<file path="src/rtl/sah_pkg.sv">
`timescale 1ns/1ps
package sah_pkg;
    // serial clock level the engine is currently holding
    typedef enum logic [1:0] {
        PH_IDLE = 2'd0,
        PH_LOW  = 2'd1,
        PH_HIGH = 2'd2
    } phase_e;

    // a plain frame is three bytes long, an overlapped conversion two
    localparam int unsigned FRAME_BYTES = 3;
    localparam int unsigned OVL_BYTES   = 2;
endpackage

</file>
<file path="src/rtl/sah_rx_shift.sv">
`timescale 1ns/1ps
module sah_rx_shift #(
    parameter int RES_W = 12
) (
    input  logic             clk,
    input  logic             rst_n,
    input  logic             cap,
    input  logic             done,
    input  logic             bit_in,
    output logic             valid,
    output logic [RES_W-1:0] data
);
    typedef struct packed {
        logic [RES_W-1:0] sh;
        logic [RES_W-1:0] data;
        logic             valid;
    } rx_t;

    rx_t rx_q, rx_d;

    always_comb begin
        rx_d       = rx_q;
        rx_d.valid = done;
        if (cap) begin
            rx_d.sh = {rx_q.sh[RES_W-2:0], bit_in};
        end
        if (done) begin
            rx_d.data = {rx_q.sh[RES_W-2:0], bit_in};
        end
    end

    always_ff @(posedge clk or negedge rst_n) begin
        if (!rst_n) begin
            rx_q <= '{sh: '0, data: '0, valid: 1'b0};
        end else begin
            rx_q <= rx_d;
        end
    end

    assign valid = rx_q.valid;
    assign data  = rx_q.data;
endmodule

</file>
<file path="src/rtl/sah_busy_watch.sv">
`timescale 1ns/1ps
module sah_busy_watch #(
    parameter int LIM_W = 8
) (
    input  logic             clk,
    input  logic             rst_n,
    input  logic             start,
    input  logic             sample,
    input  logic             busy_in,
    input  logic             enable,
    input  logic [LIM_W-1:0] limit,
    output logic             err
);
    typedef struct packed {
        logic [LIM_W-1:0] cnt;
        logic             stop;
        logic             err;
    } bw_t;

    bw_t bw_q, bw_d;
    logic [LIM_W-1:0] cnt_inc;

    always_comb begin
        bw_d     = bw_q;
        bw_d.err = 1'b0;
        cnt_inc  = bw_q.cnt + LIM_W'(1);
        if (start) begin
            bw_d.cnt  = '0;
            bw_d.stop = 1'b0;
        end else if (sample && !bw_q.stop) begin
            if (busy_in) begin
                bw_d.cnt = cnt_inc;
                if (enable && (limit != '0) && (cnt_inc == limit)) begin
                    bw_d.err  = 1'b1;
                    bw_d.stop = 1'b1;
                end
            end else begin
                bw_d.stop = 1'b1;
            end
        end
    end

    always_ff @(posedge clk or negedge rst_n) begin
        if (!rst_n) begin
            bw_q <= '{cnt: '0, stop: 1'b1, err: 1'b0};
        end else begin
            bw_q <= bw_d;
        end
    end

    assign err = bw_q.err;
endmodule

</file>
<file path="src/rtl/sah_host.sv">
`timescale 1ns/1ps
module sah_host
    import sah_pkg::*;
#(
    parameter int CMD_W = 8,
    parameter int RES_W = 12,
    parameter int DIV_W = 8,
    parameter int LIM_W = 8
) (
    input  logic             clk,
    input  logic             rst_n,
    input  logic             req_valid,
    output logic             req_ready,
    input  logic [CMD_W-1:0] req_cmd,
    input  logic [DIV_W-1:0] cfg_lo_cycles,
    input  logic [DIV_W-1:0] cfg_hi_cycles,
    input  logic             cfg_overlap,
    input  logic             cfg_busy_chk,
    input  logic [LIM_W-1:0] cfg_busy_limit,
    output logic             cs_n,
    output logic             sclk,
    output logic             mosi,
    input  logic             miso,
    input  logic             busy_in,
    output logic             res_valid,
    output logic [RES_W-1:0] res_data,
    output logic             timeout_err
);
    localparam int FRAME_CLKS = FRAME_BYTES * CMD_W;
    localparam int OVL_CLKS   = OVL_BYTES * CMD_W;
    localparam int RES_FIRST  = CMD_W + 1;
    localparam int RES_LAST   = RES_FIRST + RES_W - 1;
    localparam int TAIL_LAST  = RES_LAST - OVL_CLKS;
    localparam int SLOT_W     = $clog2(FRAME_CLKS);

    localparam logic [SLOT_W-1:0] SL_LAST      = SLOT_W'(FRAME_CLKS - 1);
    localparam logic [SLOT_W-1:0] SL_OVL       = SLOT_W'(OVL_CLKS - 1);
    localparam logic [SLOT_W-1:0] SL_RES_FIRST = SLOT_W'(RES_FIRST);
    localparam logic [SLOT_W-1:0] SL_RES_LAST  = SLOT_W'(RES_LAST);
    localparam logic [SLOT_W-1:0] SL_TAIL_LAST = SLOT_W'(TAIL_LAST);
    localparam logic [SLOT_W-1:0] SL_BUSY      = SLOT_W'(CMD_W);

    typedef struct packed {
        phase_e            ph;
        logic [DIV_W-1:0]  cnt;
        logic [SLOT_W-1:0] slot;
        logic [CMD_W-1:0]  cmd;
        logic              tail;
    } ctl_t;

    ctl_t q, d;

    logic [DIV_W-1:0] lo_m1, hi_m1;
    logic             last_hi, ovl_pt, accept, rise;
    logic             cap, done, busy_smp;

    always_comb begin
        lo_m1   = (cfg_lo_cycles == '0) ? '0 : cfg_lo_cycles - DIV_W'(1);
        hi_m1   = (cfg_hi_cycles == '0) ? '0 : cfg_hi_cycles - DIV_W'(1);
        last_hi = (q.ph == PH_HIGH) && (q.cnt == '0);
        ovl_pt  = last_hi && (q.slot == SL_OVL) && cfg_overlap;
        req_ready = (q.ph == PH_IDLE) || ovl_pt;
        accept  = req_valid && req_ready;
        rise    = (q.ph == PH_LOW) && (q.cnt == '0);

        d = q;
        unique case (q.ph)
            PH_IDLE: begin
                if (accept) begin
                    d.ph   = PH_LOW;
                    d.cnt  = lo_m1;
                    d.slot = '0;
                    d.cmd  = req_cmd;
                    d.tail = 1'b0;
                end
            end
            PH_LOW: begin
                if (q.cnt == '0) begin
                    d.ph  = PH_HIGH;
                    d.cnt = hi_m1;
                    if (q.tail && (q.slot == SL_TAIL_LAST)) begin
                        d.tail = 1'b0;
                    end
                end else begin
                    d.cnt = q.cnt - DIV_W'(1);
                end
            end
            PH_HIGH: begin
                if (q.cnt != '0) begin
                    d.cnt = q.cnt - DIV_W'(1);
                end else if (accept) begin
                    d.ph   = PH_LOW;
                    d.cnt  = lo_m1;
                    d.slot = '0;
                    d.cmd  = req_cmd;
                    d.tail = 1'b1;
                end else if (q.slot == SL_LAST) begin
                    d.ph   = PH_IDLE;
                    d.cnt  = '0;
                    d.slot = '0;
                    d.cmd  = '0;
                    d.tail = 1'b0;
                end else begin
                    d.ph   = PH_LOW;
                    d.cnt  = lo_m1;
                    d.slot = q.slot + SLOT_W'(1);
                    d.cmd  = {q.cmd[CMD_W-2:0], 1'b0};
                end
            end
            default: d.ph = PH_IDLE;
        endcase

        cap = rise && (((q.slot >= SL_RES_FIRST) && (q.slot <= SL_RES_LAST)) ||
                       (q.tail && (q.slot <= SL_TAIL_LAST)));
        done = rise && ((q.slot == SL_RES_LAST) ||
                        (q.tail && (q.slot == SL_TAIL_LAST)));
        busy_smp = rise && (q.slot >= SL_BUSY);
    end

    always_ff @(posedge clk or negedge rst_n) begin
        if (!rst_n) begin
            q <= '{ph: PH_IDLE, cnt: '0, slot: '0, cmd: '0, tail: 1'b0};
        end else begin
            q <= d;
        end
    end

    assign cs_n = (q.ph == PH_IDLE);
    assign sclk = (q.ph == PH_HIGH);
    assign mosi = q.cmd[CMD_W-1];

    sah_rx_shift #(.RES_W(RES_W)) u_rx (
        .clk    (clk),
        .rst_n  (rst_n),
        .cap    (cap),
        .done   (done),
        .bit_in (miso),
        .valid  (res_valid),
        .data   (res_data)
    );

    sah_busy_watch #(.LIM_W(LIM_W)) u_bw (
        .clk     (clk),
        .rst_n   (rst_n),
        .start   (accept),
        .sample  (busy_smp),
        .busy_in (busy_in),
        .enable  (cfg_busy_chk),
        .limit   (cfg_busy_limit),
        .err     (timeout_err)
    );
endmodule

</file>
<file path="config.mk">
export PLATFORM = sky130hd
export DESIGN_NAME = sah_host
export DESIGN_NICKNAME = d
export VERILOG_FILES = /design/src/rtl/sah_pkg.sv /design/src/rtl/sah_rx_shift.sv /design/src/rtl/sah_busy_watch.sv /design/src/rtl/sah_host.sv
export SDC_FILE = /design/constraint.sdc
export NUM_CORES = 1
export LEC_CHECK = 0
export BUFFER_PORTS_ARGS = -buffer_cell sky130_fd_sc_hd__buf_2
export CAP_MARGIN = 15
export CORE_MARGIN = 2
export CORE_UTILIZATION = 45
export CTS_BUF_LIST = sky130_fd_sc_hd__clkbuf_2 sky130_fd_sc_hd__clkbuf_4 sky130_fd_sc_hd__clkbuf_8
export CTS_CLUSTER_DIAMETER = 50
export DETAILED_ROUTE_END_ITERATION = 7
export GPL_TIMING_DRIVEN = 1
export PLACE_DENSITY_LB_ADDON = 0.08
export SYNTH_ARGS = -nofsm -noshare
export SYNTH_HDL_FRONTEND = slang
export SYNTH_SLANG_ARGS = --single-unit
</file>
<file path="constraint.sdc">
create_clock -name clk -period 2.75 [get_ports clk]
set_clock_uncertainty 0.1 [all_clocks]
set_input_delay 0 -clock clk [delete_from_list [all_inputs] [get_ports clk]]
set_output_delay 0 -clock clk [all_outputs]
set_load 0.1 [all_outputs]
</file>
==> results.sh <==
export IMPL_grt_pass1_vias=2956
export IMPL_total_leakage_power_nw=2.101
export IMPL_outcome="finished, final reports clean"
export IMPL_synth_edf_count=0
export IMPL_pwr_share_comb_pct=38.3
export IMPL_cp_required_ps=2890
export IMPL_rrSetupSlack_ps=210
export IMPL_maxCapViolCount=0
export IMPL_tns_ps=0
export IMPL_critical_path_max_stage_delay_ps=560
export IMPL_crit_chain="inv_1 -> ha_1 -> nor3b_2 -> nand2_2 -> a211o_1 -> a22o_1 -> a21o_1"
export IMPL_netlist_instances=401
export IMPL_slew_violations=0
export IMPL_fin_crit_sh_pct=92.36
export IMPL_min_to="u_bw.bw_q[1]"
export IMPL_hold_viol=0
export IMPL_synth_top_cells_by_area="dfrtp_1 38%, mux2_2 7.1%, ha_1 4.9%, xnor2_1 4.8%, o21ai_0 3.3%"
export IMPL_crit_type="flip-flop to flip-flop"
export IMPL_h_tree_depth=3
export IMPL_power_share_clock_pct=28.6
export IMPL_synth_seq_area_share_pct=38.25
export IMPL_worst_setup_path_start_kind="flip-flop"
export IMPL_cts_setup_buffers=0
export IMPL_grt_antenna_before_repair=0
export IMPL_grt_pass1_wl_mm=14.08
export IMPL_io_buffers=56
export IMPL_hp_start="cfg_busy_chk"
export IMPL_synth_area_per_cell_um2=9.470
export IMPL_dp_cells=543
export IMPL_ff2ff_path_depth=7
export IMPL_grt_usage_pct=19.73
export IMPL_synth_fp_nets=455
export IMPL_drtIter0Drc=126
export IMPL_grt_max_degree=59
export IMPL_layout_common_cells="57 x dfrtp_1, 56 x buf_2, 33 x nor2_1"
export IMPL_core_area_mm2=0.008217
export IMPL_synth_top_area_share_pct=37.56
export IMPL_final_cells=573
export IMPL_numCtsBuffers=9
export IMPL_drive_gt1_share_pct=25.85
export IMPL_finalSetupViolations=0
export IMPL_dpl_hpwl_mm=6.148
export IMPL_crit_fanout=18
export IMPL_holdPathStages=5
export IMPL_yosys_register_bits=58
export IMPL_n_antenna_cell=0
export IMPL_ant_nets=0
export IMPL_drc_errors=0
export IMPL_hold_path_class="primary input to flip-flop"
export IMPL_fp_row_count=33
export IMPL_wirelength_mm=8.482
export IMPL_clock_path_buffers=2
export IMPL_async_flop_share_pct=100.0
export IMPL_via_count=3159
export IMPL_cts_tree="yes"
export IMPL_die_h_um=95.86
export IMPL_worstPathArrival_ps=2680
export IMPL_fin_util_pct=54.77
export IMPL_p_total_mw=3.498
export IMPL_worstMarginPinSlew_ps=761.1
export IMPL_clk_pin_slew_ps=80
export IMPL_swShare_pct=39.94
export IMPL_netSwitchingPower_mw=1.397
export IMPL_synth_top_area_cell="dfrtp_1"
export IMPL_root_buffer="clkbuf_8"
export IMPL_layout_commonest_cell="dfrtp_1"
export IMPL_cts_resized=0
export IMPL_area_growth_pct=18.52
export IMPL_clock_latency_ps=340
export IMPL_die_area_mm2=0.009189
export IMPL_postCtsHoldBufs=14
export IMPL_firstDrtPassIters=4
export IMPL_wire_per_inst_um=14.80
export IMPL_synth_ff_type="dfrtp_1"
export IMPL_finalCriticalPeriod_ps=2540
export IMPL_relSlewSlack_pct=49.26
export IMPL_yosysUniqueCellTypes=60
export IMPL_nNetsFinal=517
export IMPL_cpLargestDelayFamily="compound AO/OA/AOI/OAI gates"
export IMPL_critPathBufInv=1
export IMPL_power_internal_mw=2.101
export IMPL_gr_total_overflow=0
export IMPL_synth_area_mm2=0.003797
export IMPL_gp_routability_congestion=0.8681
export IMPL_vdd_drop_max_uv=373.2
export IMPL_rsz0062_at_grt="false"
export IMPL_ios=57
export IMPL_start_util_pct=46.22
export IMPL_ys_warn_count=0
export IMPL_p_seq_share_pct=33.2
export IMPL_critPathSlowestCell="a211o_1"
export IMPL_clkSinkCount=58
export IMPL_vias_per_cell=5.513
export IMPL_r2r_start="q[14]"
export IMPL_fmax_ghz=0.3937
export IMPL_end_kind="flip-flop"
export IMPL_powerDensity_mw_per_mm2=777.2
export IMPL_die_w_um=95.86
export IMPL_regToRegEndpoint="q[3]"
-- state kept, by name, indices dropped and copies added (netlist names) --
register and count:
u_rx.rx_q 11, u_bw.err 1, u_bw.bw_q 9, q 23, u_rx.data 12, mosi 1, u_rx.valid 1
-- power by group through the flow --
stage	Sequential [mW]	Clock (mW)	Combinational (mW)
after floorplan	1.17	0	0.999
after global placement	1.17	0	1.30
after detailed placement	1.17	0	1.32
after CTS	1.15	1.02	1.34
after global routing	1.18	1.05	1.48
final	1.16	0.999	1.34
-- metal layers --
| layer | global-route usage (%) | up-vias | wire (µm) |
|---|---|---|---|
| met1 | 28.35 | 1518 | 4264 |
| met5 | 0 | - | 0 |
| met2 | 29.84 | 55 | 3795 |
| met4 | 6.071 | 0 | 125 |
| li1 | - | 1573 | - |
| met3 | 4.072 | 13 | 296 |
-- stage by stage --
| stage | worst slack [ps] | hold WS [ps] | area [µm²] |
|---|---|---|---|
| after global routing | 40.02 | 61.82 | 4501 |
| after CTS | 217.3 | 27.21 | 4501 |
| final | 210.1 | 25.84 | 4501 |
| after floorplan | 25.56 | -395.6 | 3800 |
| after global placement | 249.4 | 109.7 | 4111 |
| after detailed placement | 236.8 | 108.7 | 4111 |
-- cell usage after synthesis (7+ instances only) --
cell type	count
mux2_2	24
clkbuf_1	11
ha_1	15
buf_4	14
nand2_1	18
or3_1	9
a211oi_1	7
a21oi_1	15
nor3_1	11
o21ai_0	25
inv_1	23
a21o_1	8
xnor2_1	21
dfrtp_1	57
nand3_1	12
a22o_1	9
nor2_1	33
-- how the worst max path moves through the flow --
stage	start	to	depth (start not counted)
2_1_floorplan	q[22]	q[15]	9
3_3_place_gp	q[14]	q[2]	7
3_5_place_dp	q[14]	q[3]	7
4_1_cts	q[14]	req_ready	7
5_1_grt	q[14]	q[3]	8
6_report	q[14]	q[3]	7
-- worst reg2reg max path, delay by kind of cell (launching register included) --
family / cells / cell delay [ps]
adders and majority gates: 1 / 190
AOI/OAI and AO/OA: 3 / 1040
and+or+nand+nor: 2 / 560
buffers and inverters: 1 / 120
DFF: 1 / 420
-- final cells by class --
type | instances | area (µm²)
timing repair buffer | 79 | 488.0
sequential | 58 | 1453
multi-input combinational | 292 | 2093
tap | 105 | 131.4
clock buffer | 9 | 123.9
fill | 775 | 3716
inverter | 23 | 86.33
clock inverter | 7 | 125.1
-- logic make-up (layout without fill, tap and decap cells) --
kind of cell | count (synthesis) | after routing | share of synthesized area [%]
simple gates | 123 | 123 | 17.53
xor+xnor | 26 | 26 | 5.997
flops | 58 | 58 | 38.25
compound gates | 103 | 103 | 19.21
mux | 25 | 25 | 7.381
buf+inv | 51 | 118 | 6.689
fa+ha+maj | 15 | 15 | 4.942
(Power assumes the default switching activity.)
